==> src/rtl/i2cr_pkg.sv <==
package i2cr_pkg;
  parameter int unsigned BYTE_W = 8;

  typedef enum logic [3:0] {
    S_IDLE,
    S_ADDR,
    S_AACK,
    S_PTR,
    S_PACK,
    S_WDATA,
    S_WACK,
    S_RDATA,
    S_RACK,
    S_IGNORE
  } i2cr_state_e;
endpackage

==> src/rtl/i2cr_line_cond.sv <==
module i2cr_line_cond #(
  parameter int unsigned STAGES = 2
) (
  input  logic clk,
  input  logic rst_n,
  input  logic scl_i,
  input  logic sda_i,
  output logic sda_s_o,
  output logic scl_rise_o,
  output logic scl_fall_o,
  output logic start_o,
  output logic stop_o
);
  // index 1 = scl, index 0 = sda; idle bus is high
  logic [1:0] stg [STAGES];
  logic [1:0] prev_q;

  always_ff @(posedge clk or negedge rst_n) begin
    if (!rst_n) begin
      for (int s = 0; s < STAGES; s++) stg[s] <= 2'b11;
      prev_q <= 2'b11;
    end else begin
      stg[0] <= {scl_i, sda_i};
      for (int s = 1; s < STAGES; s++) stg[s] <= stg[s-1];
      prev_q <= stg[STAGES-1];
    end
  end

  logic scl_now, sda_now;
  assign scl_now    = stg[STAGES-1][1];
  assign sda_now    = stg[STAGES-1][0];
  assign sda_s_o    = sda_now;
  assign scl_rise_o = scl_now & ~prev_q[1];
  assign scl_fall_o = ~scl_now & prev_q[1];
  assign start_o    = scl_now & prev_q[1] & prev_q[0] & ~sda_now;
  assign stop_o     = scl_now & prev_q[1] & ~prev_q[0] & sda_now;
endmodule

==> src/rtl/i2cr_regbank.sv <==
module i2cr_regbank #(
  parameter int unsigned NUM_REGS = 6,
  parameter int unsigned DW       = 8,
  parameter int unsigned PW       = 8
) (
  input  logic                   clk,
  input  logic                   rst_n,
  input  logic                   wr_en_i,
  input  logic [PW-1:0]          ptr_i,
  input  logic [DW-1:0]          wr_data_i,
  output logic [DW-1:0]          rd_data_o,
  output logic [NUM_REGS*DW-1:0] regs_o
);
  for (genvar g = 0; g < NUM_REGS; g++) begin : g_reg
    logic [DW-1:0] q;
    always_ff @(posedge clk or negedge rst_n) begin
      if (!rst_n)                              q <= '0;
      else if (wr_en_i && ptr_i == PW'(g))     q <= wr_data_i;
    end
    assign regs_o[g*DW +: DW] = q;
  end

  always_comb begin
    rd_data_o = '0;
    for (int i = 0; i < NUM_REGS; i++)
      if (ptr_i == PW'(i)) rd_data_o = regs_o[i*DW +: DW];
  end

  AST_HIGH_PTR_DROPPED: assert property (@(posedge clk) disable iff (!rst_n)
    wr_en_i && (ptr_i >= PW'(NUM_REGS)) |=> $stable(regs_o));
  AST_WRITE_LANDS: assert property (@(posedge clk) disable iff (!rst_n)
    wr_en_i && (ptr_i < PW'(NUM_REGS)) |=> rd_data_o == $past(wr_data_i));
endmodule

==> src/rtl/i2cr_fsm.sv <==
module i2cr_fsm
  import i2cr_pkg::*;
#(
  parameter logic [6:0] DEV_ADDR = 7'h4A
) (
  input  logic              clk,
  input  logic              rst_n,
  input  logic              sda_s_i,
  input  logic              scl_rise_i,
  input  logic              scl_fall_i,
  input  logic              start_i,
  input  logic              stop_i,
  input  logic [BYTE_W-1:0] rd_data_i,
  output logic              sda_oe_o,
  output logic              wr_en_o,
  output logic [BYTE_W-1:0] ptr_o,
  output logic [BYTE_W-1:0] wr_data_o
);
  localparam int unsigned CNT_W = $clog2(BYTE_W + 1);

  i2cr_state_e       state;
  logic [CNT_W-1:0]  cnt;
  logic [BYTE_W-1:0] sh;
  logic              rw;
  logic [BYTE_W-1:0] nxt_byte;
  logic              byte_done;

  assign nxt_byte  = {sh[BYTE_W-2:0], sda_s_i};
  assign byte_done = scl_rise_i && (cnt == CNT_W'(BYTE_W - 1));
  assign wr_data_o = sh;

  always_ff @(posedge clk or negedge rst_n) begin
    if (!rst_n) begin
      state <= S_IDLE; cnt <= '0; sh <= '0; rw <= 1'b0;
      ptr_o <= '0; sda_oe_o <= 1'b0; wr_en_o <= 1'b0;
    end else begin
      wr_en_o <= 1'b0;
      if (stop_i) begin
        state <= S_IDLE; sda_oe_o <= 1'b0; cnt <= '0;
      end else if (start_i) begin
        state <= S_ADDR; sda_oe_o <= 1'b0; cnt <= '0;
      end else begin
        unique case (state)
          S_ADDR, S_PTR, S_WDATA: if (scl_rise_i) begin
            sh  <= nxt_byte;
            cnt <= byte_done ? '0 : cnt + 1'b1;
            if (byte_done) begin
              if (state == S_ADDR) begin
                if (nxt_byte[BYTE_W-1:1] == DEV_ADDR) begin
                  rw <= nxt_byte[0]; state <= S_AACK;
                end else state <= S_IGNORE;
              end else if (state == S_PTR) begin
                ptr_o <= nxt_byte; state <= S_PACK;
              end else begin
                wr_en_o <= 1'b1; state <= S_WACK;
              end
            end
          end
          S_AACK, S_PACK, S_WACK: if (scl_fall_i) begin
            if (!sda_oe_o) sda_oe_o <= 1'b1;
            else begin
              sda_oe_o <= 1'b0;
              if (state == S_AACK && rw) begin
                sh <= rd_data_i; sda_oe_o <= ~rd_data_i[BYTE_W-1];
                state <= S_RDATA;
              end else if (state == S_AACK) state <= S_PTR;
              else if (state == S_PACK)     state <= S_WDATA;
              else                          state <= S_IGNORE;
            end
          end
          S_RDATA: begin
            if (scl_rise_i) cnt <= cnt + 1'b1;
            else if (scl_fall_i) begin
              if (cnt == CNT_W'(BYTE_W)) begin
                sda_oe_o <= 1'b0; cnt <= '0; state <= S_RACK;
              end else begin
                sh <= sh << 1; sda_oe_o <= ~sh[BYTE_W-2];
              end
            end
          end
          S_RACK: if (scl_rise_i) state <= S_IGNORE;
          default: ;
        endcase
      end
    end
  end

  AST_OE_ON_LOW_SCL: assert property (@(posedge clk) disable iff (!rst_n)
    !$stable(sda_oe_o) |-> $past(scl_fall_i || start_i || stop_i));
  AST_ACK_ONLY_MATCH: assert property (@(posedge clk) disable iff (!rst_n)
    $rose(sda_oe_o) && state == S_AACK |-> sh[BYTE_W-1:1] == DEV_ADDR);
  AST_STOP_IDLE: assert property (@(posedge clk) disable iff (!rst_n)
    stop_i |=> (state == S_IDLE) && !sda_oe_o);
  AST_ONE_WRITE: assert property (@(posedge clk) disable iff (!rst_n)
    wr_en_o |=> !wr_en_o);
  AST_RACK_RELEASED: assert property (@(posedge clk) disable iff (!rst_n)
    state == S_RACK |-> !sda_oe_o);
endmodule

==> src/rtl/i2c_regfile_slave.sv <==
module i2c_regfile_slave
  import i2cr_pkg::*;
#(
  parameter logic [6:0]  DEV_ADDR    = 7'h4A,
  parameter int unsigned NUM_REGS    = 6,
  parameter int unsigned SYNC_STAGES = 2
) (
  input  logic                       clk,
  input  logic                       rst_n,
  input  logic                       scl_i,
  input  logic                       sda_i,
  output logic                       sda_oe_o,
  output logic [NUM_REGS*BYTE_W-1:0] regs_o
);
  logic sda_s, scl_rise, scl_fall, start, stop, wr_en;
  logic [BYTE_W-1:0] ptr, wr_data, rd_data;

  i2cr_line_cond #(.STAGES(SYNC_STAGES)) u_cond (
    .clk(clk), .rst_n(rst_n), .scl_i(scl_i), .sda_i(sda_i),
    .sda_s_o(sda_s), .scl_rise_o(scl_rise), .scl_fall_o(scl_fall),
    .start_o(start), .stop_o(stop)
  );

  i2cr_fsm #(.DEV_ADDR(DEV_ADDR)) u_fsm (
    .clk(clk), .rst_n(rst_n), .sda_s_i(sda_s), .scl_rise_i(scl_rise),
    .scl_fall_i(scl_fall), .start_i(start), .stop_i(stop),
    .rd_data_i(rd_data), .sda_oe_o(sda_oe_o), .wr_en_o(wr_en),
    .ptr_o(ptr), .wr_data_o(wr_data)
  );

  i2cr_regbank #(.NUM_REGS(NUM_REGS), .DW(BYTE_W), .PW(BYTE_W)) u_bank (
    .clk(clk), .rst_n(rst_n), .wr_en_i(wr_en), .ptr_i(ptr),
    .wr_data_i(wr_data), .rd_data_o(rd_data), .regs_o(regs_o)
  );
endmodule

==> config.mk <==
export PLATFORM = sky130hd
export DESIGN_NAME = i2c_regfile_slave
export DESIGN_NICKNAME = d
export VERILOG_FILES = /design/src/rtl/i2cr_pkg.sv /design/src/rtl/i2cr_line_cond.sv /design/src/rtl/i2cr_regbank.sv /design/src/rtl/i2cr_fsm.sv /design/src/rtl/i2c_regfile_slave.sv
export SDC_FILE = /design/constraint.sdc
export NUM_CORES = 1
export LEC_CHECK = 0
export CAP_MARGIN = 25
export CELL_PAD_IN_SITES_DETAIL_PLACEMENT = 1
export CELL_PAD_IN_SITES_GLOBAL_PLACEMENT = 1
export CORE_MARGIN = 2
export CORE_UTILIZATION = 40
export CTS_CLUSTER_DIAMETER = 150
export DETAILED_ROUTE_END_ITERATION = 10
export PLACE_DENSITY = 0.81
export SLEW_MARGIN = 0
export SYNTH_ARGS = -nofsm -noshare
export SYNTH_HDL_FRONTEND = slang
export SYNTH_SLANG_ARGS = --single-unit
==> constraint.sdc <==
create_clock -name clk -period 2.2 [get_ports clk]
set_input_delay 0.33 -clock clk [delete_from_list [all_inputs] [get_ports clk]]
set_output_delay 0.33 -clock clk [all_outputs]
set_load 0.02 [all_outputs]
==> flow_summary.toml, run 1 <==
[synthesis]
synth_top_family_by_area = "multiplexers"
synth_seq_cells = 81
ys_async_sr_fraction_pct = 100
synth_nets = 352
yosysWarnings = 0
syn_avg_cell_area_um2 = 12.1
synth_cells = 343
synth.distinct_cells = 62
synth_compound_area_share_pct = 9.39
ys_seq_area_share_pct = 48.9
synthesis.area_mm2 = 0.00416
synth_simple_gate_area_share_pct = 12.5
synth_edf_count = 0
synthFlopType = "dfrtp_1"
synth_xor_area_share_pct = 0.421
synth_mux_area_share_pct = 23.9
synth_adder_area_share_pct = 1.50

[timing]
finalHoldViolCount = 0
rsz0062_at_grt = "true"
post-route-period-util_pct = 101
hold_ws_ps = 359
finalMaxSlewViolations = 0
worst_pin_slew_ps = 564
period_minus_slack_ps = 2220
tns_ps = -45.9
setup_viol = 4
clock_skew_ps = 13.5
fmax_mhz = 451
setup_slack_ps = -15.2
relSlewSlack_pct = 62.4

[cts]
clock_latency_ps = 360
clock_tree.buffer_depth = 2
numCtsBuffers = 9
cts_tree = "built"
clk_pin_slew_ps = 90
root_buffer = "clkbuf_8"
ctsHtreeMaxLevel = 3
clkSinkCount = 81

[floorplanning]
rows = 37
ios = 53
core_mm2 = 0.0102
start_util_pct = 40.7
die_x_um = 106
die_y_um = 106
die_area_mm2 = 0.0112

[outcome]
violations = "negative setup slack"
status = "complete, but fails checks"

[critical_path]
cp.arrival_ps = 2460
crit_type = "reg2reg"
path_max_fanout = 8
endpoint_kind = "flop"
crit_required_ps = 2450
start_kind = "flop"

[pwr]
swShare_pct = 34.3
pwr-share-clk_pct = 26.5
vdd_drop_max_v = 0.000392
sequentialPowerShare_pct = 44.5
cellPowerDensity_mw_per_mm2 = 780
p_comb_share_pct = 29.0
leakagePower_nw = 2.39
internal_power_mw = 2.77
p_sw_mw = 1.45

[routing]
ant_nets = 0
via_per_inst = 5.65
wl_per_cell_um = 21.5
drt_first_pass_iters = 5
drc_errors = 0
drtIter0Drc = 97
vias = 3176
drt_wl_total_um = 12100

[placement]
post_dp_cell_area_mm2 = 0.00500
port-buffer-count = 52
place_congestion = 0.855
dp_hpwl_um = 8180
dpl.cell_count = 542

[final_layout]
n_antenna_cell = 0
layout-drive-gt1-share_pct = 36.4
fillers = 1058
nNetsFinal = 431
multi_input_area_mm2 = 0.00213
regArea_mm2 = 0.00204
design_area_mm2 = 0.00541
syn_to_final_growth_pct = 30.0
final_cell_count_no_fill = 562

[global_routing]
grt.busiest_layer = "met2"
grt_overflow = 0
met3_usage_pct = 4.41
grt_util_all_layers_pct = 22.3
grt_max_degree = 42
use_met1_pct = 27.9
grt_pass1_wl_um = 19300
grt.met2_usage_pct = 37.5
grt_pass1_vias = 3478
antenna_found_initial = 0

[hold_path]
hp-class = "reg2reg"

[run]
maxCapViolCount = 0
[critical path, cell delays in order (launching register included)]
cell     delay, ps
dfrtp_1        390
or4_4          580
nor2_8         120
nand2_4         70
or4b_4         600
mux2_4         350
[per-stage QoR]
step,worst slack [ps],power (mW),utilization [%]
finish,-15.2,4.22,52.8
global route,-68.1,4.45,52.8
CTS,-43.6,4.13,51.1
detailed placement,-35.8,3.01,48.9
global placement,26.5,2.95,48.9
floorplan,-15.2,2.52,-
[routing by layer]
layer | share of wire, % | up-vias
met4 | 3.4 | 0
met2 | 51 | 80
met5 | 0 | -
met1 | 42 | 1656
li1 | - | 1406
met3 | 3.6 | 34
[cell usage after synthesis, types with 2 or more instances]
| library cell | n | area share [%] |
|---|---|---|
| nor2b_1 | 4 | 0.60 |
| buf_1 | 3 | 0.27 |
| dfstp_2 | 6 | 3.8 |
| ha_1 | 5 | 1.5 |
| nor2_1 | 17 | 1.5 |
| inv_1 | 10 | 0.90 |
| nand2_1 | 20 | 1.8 |
| a21oi_1 | 4 | 0.48 |
| mux4_2 | 3 | 1.6 |
| o22a_1 | 6 | 1.3 |
| nor3_1 | 3 | 0.36 |
| clkbuf_1 | 15 | 1.4 |
| o21ai_0 | 15 | 1.8 |
| dfrtp_1 | 75 | 45 |
| a221oi_1 | 2 | 0.42 |
| and3_1 | 4 | 0.60 |
| mux2_4 | 8 | 2.9 |
| mux2i_1 | 11 | 2.6 |
| mux2_2 | 62 | 17 |
| o221ai_1 | 2 | 0.42 |
| o2bb2ai_1 | 2 | 0.42 |
| nand2b_1 | 5 | 0.75 |
| buf_2 | 4 | 0.48 |
| o2111ai_1 | 5 | 1.1 |
| nand3_1 | 9 | 1.1 |
| and2_1 | 2 | 0.30 |
| and3b_1 | 3 | 0.63 |
| nand3b_1 | 2 | 0.36 |
| o22ai_1 | 2 | 0.30 |
| a2111oi_0 | 2 | 0.42 |
[cells by family (layout without fill, tap and decap cells)]
logic type                 after synthesis  count (layout)
DFF                                     81              81
muxes                                   84              84
buffers and inverters                   34             117
AOI/OAI and AO/OA                       53              53
and+or+nand+nor                         84              84
adders and majority gates                5               5
xor gates and xnor gates                 2               2
[final timing paths]
check	startpoint	endpoint	slack, ps	depth (start not counted)
worst min register to register	u_cond.stg[2]	u_cond.sda_s_o	360	0
worst max register to register	u_fsm.ptr_o[4]	u_bank.g_reg[1].q[4]	-20	5
worst max-delay path	u_fsm.ptr_o[4]	u_bank.g_reg[1].q[4]	-20	5
worst min-delay path	u_cond.stg[2]	u_cond.sda_s_o	360	0
max in group asynchronous	rst_n	u_bank.g_reg[3].q[1]	1050	3
min in group asynchronous	rst_n	u_bank.g_reg[3].q[4]	510	2
[area by class of cell]
class,instances,area share (%)
sequential,81,37.7
timing repair buffer,91,15.4
multi-input combinational,228,39.4
inverter,11,0.764
clock inverter,2,0.694
clock buffer,13,2.94
tap,136,3.15
[layout by cell type (no fill, tap or decap), drive strengths merged, types with 4 or more instances in the layout]
master / Yosys / final
and3: 4 / 4
dfstp: 6 / 6
nor2: 18 / 18
o22a: 6 / 6
nand3: 9 / 9
buf: 8 / 39
nor2b: 4 / 4
nand2b: 5 / 5
nor3: 4 / 4
mux2i: 11 / 11
mux2: 70 / 70
inv: 10 / 10
ha: 5 / 5
dfrtp: 75 / 75
a21oi: 4 / 4
o2111ai: 5 / 5
nand2: 21 / 21
o21ai: 15 / 15
clkdlybuf4s50: 0 / 51
clkbuf: 15 / 13
[sequential cells by signal, indices dropped and copies added (netlist names), 2 cells and up]
register / cells
u_bank.g.q: 48
u_cond.prev_q: 2
u_cond.stg: 2
u_fsm.cnt: 4
u_fsm.ptr_o: 8
u_fsm.state: 4
u_fsm.wr_data_o: 8
[power groups by stage]
stage / registers [mW] / logic (mW) / clock network (mW)
after floorplan: 1.73 / 0.796 / 0
after global placement: 1.88 / 1.08 / 0
after detailed placement: 1.88 / 1.13 / 0
after CTS: 1.85 / 1.14 / 1.14
after global routing: 1.91 / 1.35 / 1.19
final: 1.88 / 1.22 / 1.12
[what timing repair did]
| item | CTS | global route |
|---|---|---|
| gates resized for setup | 3 | 33 |
| setup buffers | 1 | 4 |
| setup endpoints to repair | 10 | 57 |
| hold buffers | 1 | 0 |
| hold endpoints to repair | 32 | 0 |
| pin swaps | 3 | 9 |
Power figures use the tool's default switching activity.
==> run 2: changes to the inputs <==
SLEW_MARGIN = 20   (was 0)
==> results of run 2 <==
Final layout, timing and power as in run 1 (identical DEF).
